### src/rtl/calcorr_pkg.sv
package calcorr_pkg;
  typedef enum logic [1:0] {CS_A = 2'd0, CS_B = 2'd1, CS_AB = 2'd2} corr_sel_e;

  // sign bit for a correlator: 1 means add, 0 means subtract
  function automatic logic pick_sign(corr_sel_e sel, logic a, logic b);
    case (sel)
      CS_A:    return a;
      CS_B:    return b;
      default: return ~(a ^ b);
    endcase
  endfunction
endpackage

### src/rtl/calcorr_lfsr.sv
module calcorr_lfsr #(
  parameter int W = 7,
  parameter int TAP = 6,
  parameter logic [W-1:0] SEED = 7'h01
) (
  input  logic clk,
  input  logic rst_n,
  input  logic step,
  output logic bit_o
);
  logic [W-1:0] s_q;
  always_ff @(posedge clk or negedge rst_n) begin
    if (!rst_n)    s_q <= SEED;
    else if (step) s_q <= {s_q[W-2:0], s_q[W-1] ^ s_q[TAP-1]};
  end
  assign bit_o = s_q[W-1];
endmodule

### src/rtl/calcorr_acc.sv
module calcorr_acc #(
  parameter int DW = 8,
  parameter int AW = 20
) (
  input  logic                 clk,
  input  logic                 rst_n,
  input  logic                 add_en,
  input  logic                 dump,
  input  logic signed [DW:0]   term,
  output logic signed [AW-1:0] total,
  output logic signed [AW-1:0] result
);
  localparam logic signed [AW+1:0] SMAX = {3'b000, {(AW-1){1'b1}}};
  localparam logic signed [AW+1:0] SMIN = {3'b111, {(AW-1){1'b0}}};

  logic signed [AW-1:0] acc_q, res_q;
  logic signed [AW+1:0] wide;

  always_comb begin
    wide = {{2{acc_q[AW-1]}}, acc_q} + {{(AW+1-DW){term[DW]}}, term};
    if (wide > SMAX)      total = SMAX[AW-1:0];
    else if (wide < SMIN) total = SMIN[AW-1:0];
    else                  total = wide[AW-1:0];
  end

  always_ff @(posedge clk or negedge rst_n) begin
    if (!rst_n) begin
      acc_q <= '0;
      res_q <= '0;
    end else if (add_en) begin
      if (dump) begin
        res_q <= total;
        acc_q <= '0;
      end else begin
        acc_q <= total;
      end
    end
  end
  assign result = res_q;
endmodule

### src/rtl/calcorr_servo.sv
module calcorr_servo #(
  parameter int AW = 20,
  parameter int GAIN_SHIFT = 4,
  parameter logic [7:0] FC_INIT = 8'd128
) (
  input  logic                 clk,
  input  logic                 rst_n,
  input  logic                 upd,
  input  logic signed [AW-1:0] sum,
  output logic [7:0]           code
);
  localparam logic signed [AW+1:0] CODE_MAX = (AW+2)'(255);
  logic [7:0]           code_q;
  logic signed [AW-1:0] delta;
  logic signed [AW+1:0] nxt;
  logic [7:0]           clamped;

  always_comb begin
    delta = sum >>> GAIN_SHIFT;
    nxt = $signed({{(AW-6){1'b0}}, code_q}) - {{2{delta[AW-1]}}, delta};
    if (nxt < 0)             clamped = 8'd0;
    else if (nxt > CODE_MAX) clamped = 8'd255;
    else                     clamped = nxt[7:0];
  end

  always_ff @(posedge clk or negedge rst_n) begin
    if (!rst_n)   code_q <= FC_INIT;
    else if (upd) code_q <= clamped;
  end
  assign code = code_q;
endmodule

### src/rtl/cal_corr_engine.sv
module cal_corr_engine #(
  parameter int DW = 8,
  parameter int AW = 20,
  parameter int LEN_W = 16,
  parameter int PERIOD = 64,
  parameter int GAIN_SHIFT = 4,
  parameter logic [6:0] SEED_A = 7'h01,
  parameter logic [6:0] SEED_B = 7'h5A
) (
  input  logic                 clk,
  input  logic                 rst_n,
  input  logic [LEN_W-1:0]     cfg_len,
  input  logic                 s_valid,
  output logic                 s_ready,
  input  logic [DW-1:0]        s_data,
  output logic [1:0]           stim_code,
  output logic signed [AW-1:0] corr_a,
  output logic signed [AW-1:0] corr_b,
  output logic signed [AW-1:0] corr_ab,
  output logic [7:0]           fc_code,
  output logic                 done
);
  import calcorr_pkg::*;
  localparam int PH_W = $clog2(PERIOD);
  localparam int NSEQ = 2;
  localparam int NCORR = 3;

  logic             ready_q, done_q;
  logic [PH_W-1:0]  ph_q;
  logic [LEN_W-1:0] cnt_q, len_m1;
  logic             take, step, dump;
  logic [NSEQ-1:0]  seq;
  logic signed [DW:0] ext;
  logic signed [AW-1:0] res [NCORR];
  logic signed [AW-1:0] fsum, fres;

  assign take   = s_valid & ready_q;
  assign step   = take && (ph_q == PH_W'(PERIOD-1));
  assign len_m1 = (cfg_len == '0) ? '0 : cfg_len - 1'b1;
  assign dump   = take && (cnt_q >= len_m1);
  assign ext    = {s_data[DW-1], s_data};

  always_ff @(posedge clk or negedge rst_n) begin
    if (!rst_n) begin
      ready_q <= 1'b0;
      done_q  <= 1'b0;
      ph_q    <= '0;
      cnt_q   <= '0;
    end else begin
      ready_q <= 1'b1;
      done_q  <= dump;
      if (take) begin
        ph_q  <= ph_q + 1'b1;
        cnt_q <= dump ? '0 : cnt_q + 1'b1;
      end
    end
  end

  // one LFSR per stimulus stream, each with its own seed
  for (genvar g = 0; g < NSEQ; g++) begin : g_seq
    localparam logic [6:0] SD = (g == 0) ? SEED_A : SEED_B;
    calcorr_lfsr #(.W(7), .TAP(6), .SEED(SD)) u_lfsr (
      .clk(clk), .rst_n(rst_n), .step(step), .bit_o(seq[g]));
  end
  assign stim_code = {seq[0], seq[1]};

  // sign correlators against A, B and their product
  for (genvar k = 0; k < NCORR; k++) begin : g_corr
    logic pos;
    logic signed [DW:0] term;
    logic signed [AW-1:0] tot_unused;
    assign pos  = pick_sign(corr_sel_e'(k), seq[0], seq[1]);
    assign term = pos ? ext : -ext;
    calcorr_acc #(.DW(DW), .AW(AW)) u_acc (
      .clk(clk), .rst_n(rst_n), .add_en(take), .dump(dump),
      .term(term), .total(tot_unused), .result(res[k]));
  end
  assign corr_a  = res[0];
  assign corr_b  = res[1];
  assign corr_ab = res[2];

  // centre-frequency servo path
  calcorr_acc #(.DW(DW), .AW(AW)) u_fsum (
    .clk(clk), .rst_n(rst_n), .add_en(take), .dump(dump),
    .term(ext), .total(fsum), .result(fres));

  calcorr_servo #(.AW(AW), .GAIN_SHIFT(GAIN_SHIFT), .FC_INIT(8'd128)) u_servo (
    .clk(clk), .rst_n(rst_n), .upd(dump), .sum(fsum), .code(fc_code));

  assign s_ready = ready_q;
  assign done    = done_q;
endmodule

### config.mk
export PLATFORM = sky130hd
export DESIGN_NAME = cal_corr_engine
export DESIGN_NICKNAME = d
export VERILOG_FILES = /design/src/rtl/calcorr_pkg.sv /design/src/rtl/calcorr_lfsr.sv /design/src/rtl/calcorr_acc.sv /design/src/rtl/calcorr_servo.sv /design/src/rtl/cal_corr_engine.sv
export SDC_FILE = /design/constraint.sdc
export NUM_CORES = 1
export LEC_CHECK = 0
export BUFFER_PORTS_ARGS = -buffer_cell sky130_fd_sc_hd__buf_2
export CAP_MARGIN = 5
export CORE_AREA = 2 2 234 121
export CTS_CLUSTER_SIZE = 30
export DETAILED_ROUTE_END_ITERATION = 16
export DIE_AREA = 0 0 236 123
export PLACE_DENSITY = 0.82
export REMOVE_ABC_BUFFERS = 1
export SYNTH_ARGS = -nofsm -noshare
export SYNTH_HDL_FRONTEND = slang
export SYNTH_HIERARCHICAL = 1
export SYNTH_SLANG_ARGS = --single-unit
### constraint.sdc
create_clock -name clk -period 4.3 [get_ports clk]
set_input_delay 0.43 -clock clk [delete_from_list [all_inputs] [get_ports clk]]
set_output_delay 0.43 -clock clk [all_outputs]
set_load 0.01 [all_outputs]
==> qor.yml, run 1 <==
status:
  status: "finished with violations"
  violations: "negative setup slack"
power:
  internal_power_uw: 7170
  p_sw_uw: 6230
  ir_drop_mv: 0.362
  power.density_mw_per_mm2: 788
  seq_power_share: 0.191
  p_clk_frac: 0.125
  swShare: 0.465
  combPwrFrac: 0.684
  leakage_uw: 0.00816
worst_setup_path:
  path_buf_inv: 6
  cpLargestDelayFamily: "compound AO/OA/AOI/OAI gates"
  rr_startpoint: "u_fsum/acc_q[0]"
  cp-end-kind: "flip-flop"
  cpMaxStageDelayCell: "fa_2"
  cp_cell_sequence: "ha_2, inv_2, fa_2, nand2b_4, a21oi_2, buf_6, o2111ai_4, buf_6, a21o_1, a32oi_2, inv_2, maj3_2, inv_2, inv_2, ha_4, o211ai_1, a211o_1, a21oi_2, xor2_1, o2111a_2, a32oi_2"
  reg2reg_to: "u_servo/code[6]"
  crit_required_ps: 4630
  crit_path_max_fanout: 8
  startpoint_type: "flip-flop"
  cpPeakStageDelay_ps: 380
  crit_top_cell: "inv_2"
  rrSetupSlack_ps: -120
  crit_type: "reg -> reg"
  cp_data_arrival_time_ps: 4750
  reg2regPathDepth: 21
sta:
  period_share: 1.03
  rsz0062_at_grt: "yes"
  final_hold_viol_count: 0
  tightest_slew_ps: 1090
  fmax_mhz: 226
  report.final.slew_viol_count: 0
  relSlewSlack: 0.274
  fin_skew_ps: 21.1
  setup-violations-final: 8
  min_period_ps: 4420
  holdWs_ps: 66.0
  worst_slack_ps: -120
clocking:
  cts-root-buf: "clkbuf_16"
  clkTransAtPathRegs_ps: 80
  h-tree-depth: 4
  numCtsBuffers: 17
  cts_tree: "built"
  cts_sinks: 186
  ctsLongestPathBuffers: 2
  clock_latency_ps: 470
  cts_hold_buffers: 0
floorplan:
  initial_core_util: 0.517
  chipWidth_um: 236
  rows: 43
  io_pins: 99
  core_area_mm2: 0.0271
  die_area_mm2: 0.0290
  dieHeight_um: 123
synth:
  syn_area_mm2: 0.0140
  synth_area_per_cell_um2: 8.85
  synthCells: 1580
  yosysWarnings: 6
global_routing:
  grt-ovfl-total: 0
  grt_pass1_vias: 12600
  antenna_found_initial: 0
  grt_pass1_wl_um: 64500
  grt_max_degree: 119
  grt_util_all_layers: 0.277
place:
  portBuffers: 98
  dpl_cell_area_mm2: 0.0160
  dp_hpwl_um: 29200
  placed_cells: 2143
  place.gp.congestion: 0.957
drt:
  drc_errors: 0
  ant_nets: 0
  finalWirelength_um: 39400
  vias_per_cell: 5.94
  drtIter0Drc: 1099
  dr.pass1.iters: 6
  wl_per_cell_um: 18.0
  vias: 13000
finish:
  final_cell_mix: "180 x dfrtp_1, 176 x buf_4, 145 x nand2_1, 126 x a21oi_1, 116 x inv_1"
  diodes: 0
  final_nets: 1958
  fin_area_mm2: 0.0170
  mostFrequentLayoutCell: "dfrtp_1"
  fin_cells: 2190
  area_growth_pct: 21.6
  layout-drive-gt1-share: 0.238
flow_run:
  cap_violations: 0
worst_hold_path:
  min_path_type: "in -> async"
power groups by stage:
stage               Sequential (uW)  Clock [uW]  Combinational [uW]
floorplan                      2510           0                5550
global placement               2550           0                8200
detailed placement             2570           0                8430
CTS                            2550        1720                8770
global route                   2620        1780                9980
finish                         2560        1680                9160
registers in the layout, indices dropped and copies added (netlist names):
name / cells
s_ready: 1
g_seq.u_lfsr/s_q: 14
cnt_q: 16
done: 1
u_fsum/acc_q: 20
ph_q: 6
g_corr.u_acc/acc_q: 60
u_servo/code: 8
g_corr.u_acc/result: 60
worst max path at each step:
stage / to / slack (ps) / startpoint / cells past startpoint
after floorplan: g_corr[1].u_acc/result[4] / -690 / cfg_len[9] / 14
after global routing: u_servo/code[6] / -290 / u_fsum/acc_q[0] / 21
after global placement: u_servo/code[6] / -320 / s_data[0] / 21
final: u_servo/code[6] / -120 / u_fsum/acc_q[0] / 21
after CTS: u_servo/code[6] / 10 / u_fsum/acc_q[1] / 17
after detailed placement: u_servo/code[6] / -550 / s_data[7] / 17
worst reg2reg max path: cells and delay by family, from the launching register on:
family,cells,cell delay (ps)
DFF,1,350
and+or+nand+nor,1,160
adders and majority gates,4,1170
AOI/OAI and AO/OA,9,1880
buffers and inverters,6,560
xor gates and xnor gates,1,160
metal layers:
layer	up-vias	GRT usage	wire [um]
met5	-	0	0
met4	0	0.0621	477
li1	6213	-	-
met2	475	0.411	16400
met3	43	0.0643	2810
met1	6286	0.409	19700
area by class of cell:
class	count	area, um2
clock buffer	18	439
clock inverter	14	183
fill	2229	10000
inverter	121	455
multi-input combinational	1204	8760
sequential	186	4660
tap	360	450
timing repair buffer	287	2060
per-stage QoR:
step	worst slack, ps	setup TNS (ps)	util	total power [uW]
2_1_floorplan	-694	-47020	-	8050
3_3_place_gp	-323	-6590	0.593	10800
3_5_place_dp	-548	-13610	0.593	11000
4_1_cts	11.6	0	0.625	13000
5_1_grt	-291	-2040	0.629	14400
6_report	-120	-657	0.629	13400
what timing repair did:
action                                  4_1_cts  5_1_grt
resized for setup                            28       10
hold endpoints to repair                      0        0
endpoints found under the setup margin        8       24
pin swaps                                    16       16
gates cloned                                  0        0
buffers inserted                              6        9
Note: power is estimated with default switching activity, not from simulation.
==> run 2, diff against run 1 <==
CORE_AREA = 2 2 223 115   (was 2 2 234 121)
DIE_AREA = 0 0 225 117   (was 0 0 236 123)
SYNTH_HIERARCHICAL = not set   (was 1)
clock period = 3.9 ns   (was 4.3 ns; I/O delays follow)
==> qor.yml, run 2 <==
drt:
  dr.pass1.iters: 8  # was 6
  wl_per_cell_um: 22.7  # was 18.0 um
  drc_errors: 0  # unchanged
  ant_nets: 0  # unchanged
  finalWirelength_um: 53400  # was 39400 um
  vias: 15400  # was 13000
  vias_per_cell: 6.54  # was 5.94
  drtIter0Drc: 2068  # was 1099
sta:
  setup-violations-final: 123  # was 8
  min_period_ps: 4920  # was 4420 ps
  worst_slack_ps: -1020  # was -120 ps
  relSlewSlack: 0.371  # was 0.274
  rsz0062_at_grt: "yes"  # unchanged
  final_hold_viol_count: 0  # unchanged
  report.final.slew_viol_count: 0  # unchanged
  tightest_slew_ps: 944  # was 1090 ps
  period_share: 1.26  # was 1.03
  fin_skew_ps: 10.9  # was 21.1 ps
  fmax_mhz: 203  # was 226 MHz
worst_setup_path:
  crit_type: "reg -> reg"  # unchanged
  startpoint_type: "flip-flop"  # unchanged
  crit_required_ps: 4250  # was 4630 ps
  cp-end-kind: "flip-flop"  # unchanged
  cp_data_arrival_time_ps: 5270  # was 4750 ps
  reg2regPathDepth: 24  # was 21
  crit_path_max_fanout: 8  # unchanged
synth:
  yosys.cell_types.count: 79
  synthCells: 1561  # was 1580
  syn_area_mm2: 0.0134  # was 0.0140 mm2
  yosysWarnings: 0  # was 6
  synthTopCellsByArea: "dfrtp_1 34%, ha_1 10%, nand2_1 5.3%, o21ai_0 4.4%, xnor2_1 4.2%"
  netlist.area_leader.share: 0.335
  yosysTopAreaCell: "dfrtp_1"
  synth.ff_latch_count: 186
  ys_seq_area_frac: 0.347
  synth_most_common_cell: "nand2_1"
  synth_area_per_cell_um2: 8.61  # was 8.85 um2
  ys.flop_type: "dfrtp_1"
  synth_top_cells_by_count: "191 x nand2_1, 180 x dfrtp_1, 119 x nor2_1, 119 x o21ai_0"
  async_flop_share: 1.00
  synth_edf_count: 0
flow_run:
  cap_violations: 0  # unchanged
floorplan:
  dieHeight_um: 117  # was 123 um
  chipWidth_um: 225  # was 236 um
  die_area_mm2: 0.0263  # was 0.0290 mm2
  io_pins: 99  # unchanged
  rows: 41  # was 43
  initial_core_util: 0.547  # was 0.517
  core_area_mm2: 0.0246  # was 0.0271 mm2
global_routing:
  grt_max_degree: 109  # was 119
  grt_pass1_wl_um: 72700  # was 64500 um
  grt_util_all_layers: 0.352  # was 0.277
  grt_pass1_vias: 13900  # was 12600
  antenna_found_initial: 0  # unchanged
  grt-ovfl-total: 0  # unchanged
worst_hold_path:
  min_path_type: "in -> async"  # unchanged
clocking:
  clock_latency_ps: 470  # about the same
  cts_sinks: 186  # unchanged
  h-tree-depth: 4  # unchanged
  cts_tree: "built"  # unchanged
  numCtsBuffers: 17  # unchanged
  cts_hold_buffers: 0  # unchanged
  ctsLongestPathBuffers: 2  # unchanged
  cts-root-buf: "clkbuf_16"  # unchanged
  clkTransAtPathRegs_ps: 80  # about the same
finish:
  fin_area_mm2: 0.0194  # was 0.0170 mm2
  mostFrequentLayoutCell: "buf_4"  # was dfrtp_1
  area_growth_pct: 44.7  # was 21.6%
  final_cell_mix: "351 x buf_4, 185 x nand2_1, 180 x dfrtp_1, 98 x nor2_1, 93 x buf_2"  # was 180 x dfrtp_1, 176 x buf_4, 145 x nand2_1, 126 x a21oi_1, 116 x inv_1
  final_nets: 2156  # was 1958
  diodes: 0  # unchanged
  layout-drive-gt1-share: 0.383  # was 0.238
place:
  dpl_cell_area_mm2: 0.0167  # was 0.0160 mm2
  dp_hpwl_um: 32200  # was 29200 um
  place.gp.congestion: 1.00  # was 0.957
  portBuffers: 98  # unchanged
power:
  power_uw: 16800  # was 13400 uW
  ir_drop_mv: 0.582  # was 0.362 mV
  leakage_uw: 0.00947  # was 0.00816 uW
  power.density_mw_per_mm2: 863  # was 788 mW/mm2
status:
  status: "finished with violations"  # unchanged
  violations: "negative setup slack"  # unchanged
## run 2: layer usage
metal | wire [um] | up-vias | share of wire | GRT usage
li1 | - | 6552 | - | -
met1 | 20800 | 7317 | 0.39 | 0.484
met2 | 23700 | 1218 | 0.44 | 0.541
met3 | 6340 | 282 | 0.12 | 0.0901
met4 | 2610 | 0 | 0.049 | 0.131
met5 | 0 | - | 0 | 0
## run 2: kinds of logic (layout without fill, tap and decap cells)
| logic type | after synthesis | count (layout) | share of synthesized area |
|---|---|---|---|
| buffers and inverters | 129 | 597 | 0.0382 |
| adders and majority gates | 126 | 126 | 0.118 |
| and+or+nand+nor | 522 | 522 | 0.182 |
| xor gates and xnor gates | 116 | 116 | 0.0772 |
| other | 1 | 1 | 0.000279 |
| DFF | 186 | 186 | 0.347 |
| muxes | 25 | 25 | 0.0205 |
| AOI/OAI and AO/OA | 456 | 456 | 0.217 |
## run 2: repair_timing
item / CTS / global route
gates resized for setup: 117 / 277
buffers inserted: 43 / 34
endpoints found under the setup margin: 127 / 129
gates cloned: 3 / 5
pin swaps: 33 / 100
## run 2: where the power goes
| part | internal [uW] | leakage, uW | switching (uW) |
|---|---|---|---|
| combinational | 5490 | 0.00674 | 6640 |
| sequential | 2390 | 0.00242 | 424 |
| clock | 923 | 0.000299 | 919 |
## run 2: layout make-up
class	count	area [um2]
multi-input cells	1246	9570
fillers	1432	5120
clock inverters	15	181
repair buffers	506	3980
flip-flops and latches	186	4660
inverters	59	229
clock buffers	17	425
well taps	322	403
## run 2: final timing paths
path	from	endpoint	slack, ps
max in group asynchronous	rst_n	g_seq[1].u_lfsr.s_q[1]	2920
min	rst_n	g_corr[0].u_acc.result[16]	60
min in group clk	g_corr[1].u_acc.result[11]	g_corr[1].u_acc.result[11]	470
max	u_fsum.acc_q[0]	u_servo.code[3]	-1020
max reg2reg	u_fsum.acc_q[0]	u_servo.code[3]	-1020
min reg2reg	g_corr[1].u_acc.result[11]	g_corr[1].u_acc.result[11]	470
## run 2: per-stage QoR
stage	TNS [ps]	std cells	hold WS, ps	worst slack (ps)	util
after detailed placement	-129850	2246	464	-1330	0.680
final	-32030	2351	55.7	-1020	0.791
after global placement	-101520	2246	455	-1120	0.680
after CTS	-6700	2324	83.9	-779	0.737
after floorplan	-442180	1491	94.4	-4090	-
after global routing	-40310	2351	145	-1190	0.791
## run 2: worst max-delay path, stage by stage, from the launching register on
cell and delay [ps]:
dfrtp_1 370, ha_2 210, inv_2 60, fa_2 400, nand2b_4 170, a21oi_4 130
o211ai_2 110, a211o_4 370, a21oi_4 200, nor2_4 80, buf_6 150, maj3_1 460
ha_4 340, o21ai_2 80, inv_1 60, o31a_1 170, buf_4 140, o21ai_1 80
buf_4 170, a21oi_1 160, nand4_1 110, o211a_1 170, nor4_4 320, buf_6 190
a31oi_1 90
==> run 3, diff against run 2 <==
GPL_TIMING_DRIVEN = 0   (was not set)
HOLD_SLACK_MARGIN = 0.12   (was not set)
==> qor.yml, run 3 (synthesis gave the netlist of run 2 again) <==
worst_setup_path:
  cp-end-kind: "flip-flop"  # unchanged
  cpLargestDelayFamily: "compound AO/OA/AOI/OAI gates"  # unchanged
  crit_cells: 28  # was 24
  path_buf_inv: 10  # was 6
  cpPeakStageDelay_ps: 410  # was 460 ps
  crit_top_cell: "buf_4"
  crit_type: "reg -> reg"  # unchanged
  crit_required_ps: 4260  # was 4250 ps
  reg2regPathDepth: 28  # was 24
  cp_data_arrival_time_ps: 5520  # was 5270 ps
  cpMaxStageDelayCell: "o21ai_0"  # was maj3_1
  startpoint_type: "flip-flop"  # unchanged
  crit_path_max_fanout: 4  # was 8
floorplan:
  die_area_mm2: 0.0263  # unchanged
  io_pins: 99  # unchanged
  initial_core_util: 0.547  # unchanged
  rows: 41  # unchanged
  chipWidth_um: 225  # unchanged
  dieHeight_um: 117  # unchanged
  core_area_mm2: 0.0246  # unchanged
place:
  dp_hpwl_um: 26000  # was 32200 um
  portBuffers: 98  # unchanged
  place.gp.congestion: 0.969  # was 1.00
  dpl_cell_area_mm2: 0.0143  # was 0.0167 mm2
sta:
  tightest_slew_ps: 1160  # was 944 ps
  period_share: 1.32  # was 1.26
  rsz0062_at_grt: "yes"  # unchanged
  relSlewSlack: 0.223  # was 0.371
  final_hold_viol_count: 0  # unchanged
  fmax_mhz: 194  # was 203 MHz
  report.final.slew_viol_count: 0  # unchanged
  tns_ps: -13560  # was -32030 ps
  fin_skew_ps: 18.3  # was 10.9 ps
  worst_slack_ps: -1260  # was -1020 ps
  holdWs_ps: 433  # was 55.7 ps
  min_period_ps: 5160  # was 4920 ps
  setup-violations-final: 49  # was 123
global_routing:
  grt_util_all_layers: 0.325  # was 0.352
  grt-ovfl-total: 0  # unchanged
  grt_pass1_vias: 12600  # was 13900
  grt_max_degree: 100  # was 109
  antenna_found_initial: 0  # unchanged
  grt_pass1_wl_um: 67000  # was 72700 um
drt:
  ant_nets: 0  # unchanged
  wl_per_cell_um: 22.5  # was 22.7 um
  drtIter0Drc: 1807  # was 2068
  vias_per_cell: 6.61  # was 6.54
  vias: 14000  # was 15400
  drc_errors: 0  # unchanged
  dr.pass1.iters: 10  # was 8
  finalWirelength_um: 47600  # was 53400 um
flow_run:
  cap_violations: 0  # unchanged
finish:
  area_growth_pct: 31.8  # was 44.7%
  final_cell_mix: "184 x nand2_1, 179 x dfrtp_1, 123 x buf_4, 108 x nor2_1, 92 x buf_2"  # was 351 x buf_4, 185 x nand2_1, 180 x dfrtp_1, 98 x nor2_1, 93 x buf_2
  mostFrequentLayoutCell: "nand2_1"  # was buf_4
  diodes: 0  # unchanged
  layout-drive-gt1-share: 0.288  # was 0.383
  n_fill_cell: 1643  # was 1432
  final_nets: 1919  # was 2156
  fin_area_mm2: 0.0177  # was 0.0194 mm2
power:
  ir_drop_mv: 0.542  # was 0.582 mV
  power.density_mw_per_mm2: 831  # was 863 mW/mm2
  leakage_uw: 0.00826  # was 0.00947 uW
clocking:
  ctsLongestPathBuffers: 2  # unchanged
  clock_latency_ps: 480  # was 470 ps
  cts-root-buf: "clkbuf_16"  # unchanged
  numCtsBuffers: 17  # unchanged
  h-tree-depth: 4  # unchanged
  cts_sinks: 186  # unchanged
  cts_tree: "built"  # unchanged
  clkTransAtPathRegs_ps: 80  # about the same
status:
  violations: "negative setup slack"  # unchanged
  status: "finished with violations"  # unchanged
worst_hold_path:
  min_path_type: "in -> reg"  # was in -> async
  hold_depth: 4
==> run 3: changes by cell type in the layout (fill, tap and decap cells not counted), sizes merged <==
cell | previous run | this run
buf | 500 | 257
clkinv | 5 | 3
dlygate4sd3 | 0 | 1
inv | 68 | 70
nand2 | 191 | 192
nand2b | 24 | 26
or4b | 1 | 3
==> run 3: routing by layer <==
metal,global-route usage,up-vias,part of all wire
met4,0.0918,0,0.039
li1,-,6099,-
met2,0.500,1001,0.44
met1,0.460,6688,0.40
met5,0,-,0
met3,0.0806,192,0.12
==> run 3: area by class of cell <==
type                            instances  area (um2)  area share
Inverter                               59         238      0.0134
Timing Repair inverter                  2        20.0     0.00113
Timing Repair Buffer                  262        2130       0.120
Clock inverter                         13         145     0.00819
Clock buffer                           19         453      0.0256
Sequential cell                       186        4670       0.263
Multi-Input combinational cell       1251        9660       0.545
Tap cell                              322         403      0.0227
==> run 3: report_power, final <==
part | switching [uW] | total, uW | internal [uW]
clock network | 884 | 1830 | 945
registers | 393 | 2780 | 2390
logic | 5860 | 10100 | 4250
==> run 3: timing repair <==
action / 4_1_cts / 5_1_grt
hold endpoints to repair: 87 / 0
hold buffers: 1 / 0
gates cloned: 9 / 4
pin swaps: 91 / 96
endpoints found under the setup margin: 158 / 147
gates resized for setup: 190 / 145
buffers inserted: 90 / 60
==> run 3: path summary, 6_finish.rpt <==
check	from	to	slack [ps]
setup / recovery	u_fsum.acc_q[0]	u_servo.code[5]	-1260
min in group asynchronous	rst_n	g_corr[0].u_acc.acc_q[16]	530
hold / removal	s_data[0]	g_corr[1].u_acc.result[0]	430
max in group asynchronous	rst_n	u_fsum.acc_q[16]	2390
setup reg to reg	u_fsum.acc_q[0]	u_servo.code[5]	-1260
hold reg to reg	ph_q[5]	ph_q[5]	480
==> run 3: worst register-to-register path: cells and delay by family (launching register included) <==
| kind | cells | cell delay [ps] |
|---|---|---|
| buffers and inverters | 10 | 1190 |
| and+or+nand+nor | 4 | 660 |
| AOI/OAI and AO/OA | 11 | 2010 |
| adders and majority gates | 3 | 840 |
| DFF | 1 | 360 |
==> run 3: per-stage QoR <==
stage / utilization / cells / power, uW / worst slack, ps
after floorplan: - / 1491 / 7870 / -4090
after global placement: 0.571 / 1911 / 9210 / -8770
after detailed placement: 0.582 / 1924 / 9660 / -3200
after CTS: 0.675 / 2055 / 12900 / -742
after global routing: 0.721 / 2114 / 15400 / -1340
final: 0.721 / 2114 / 14700 / -1260
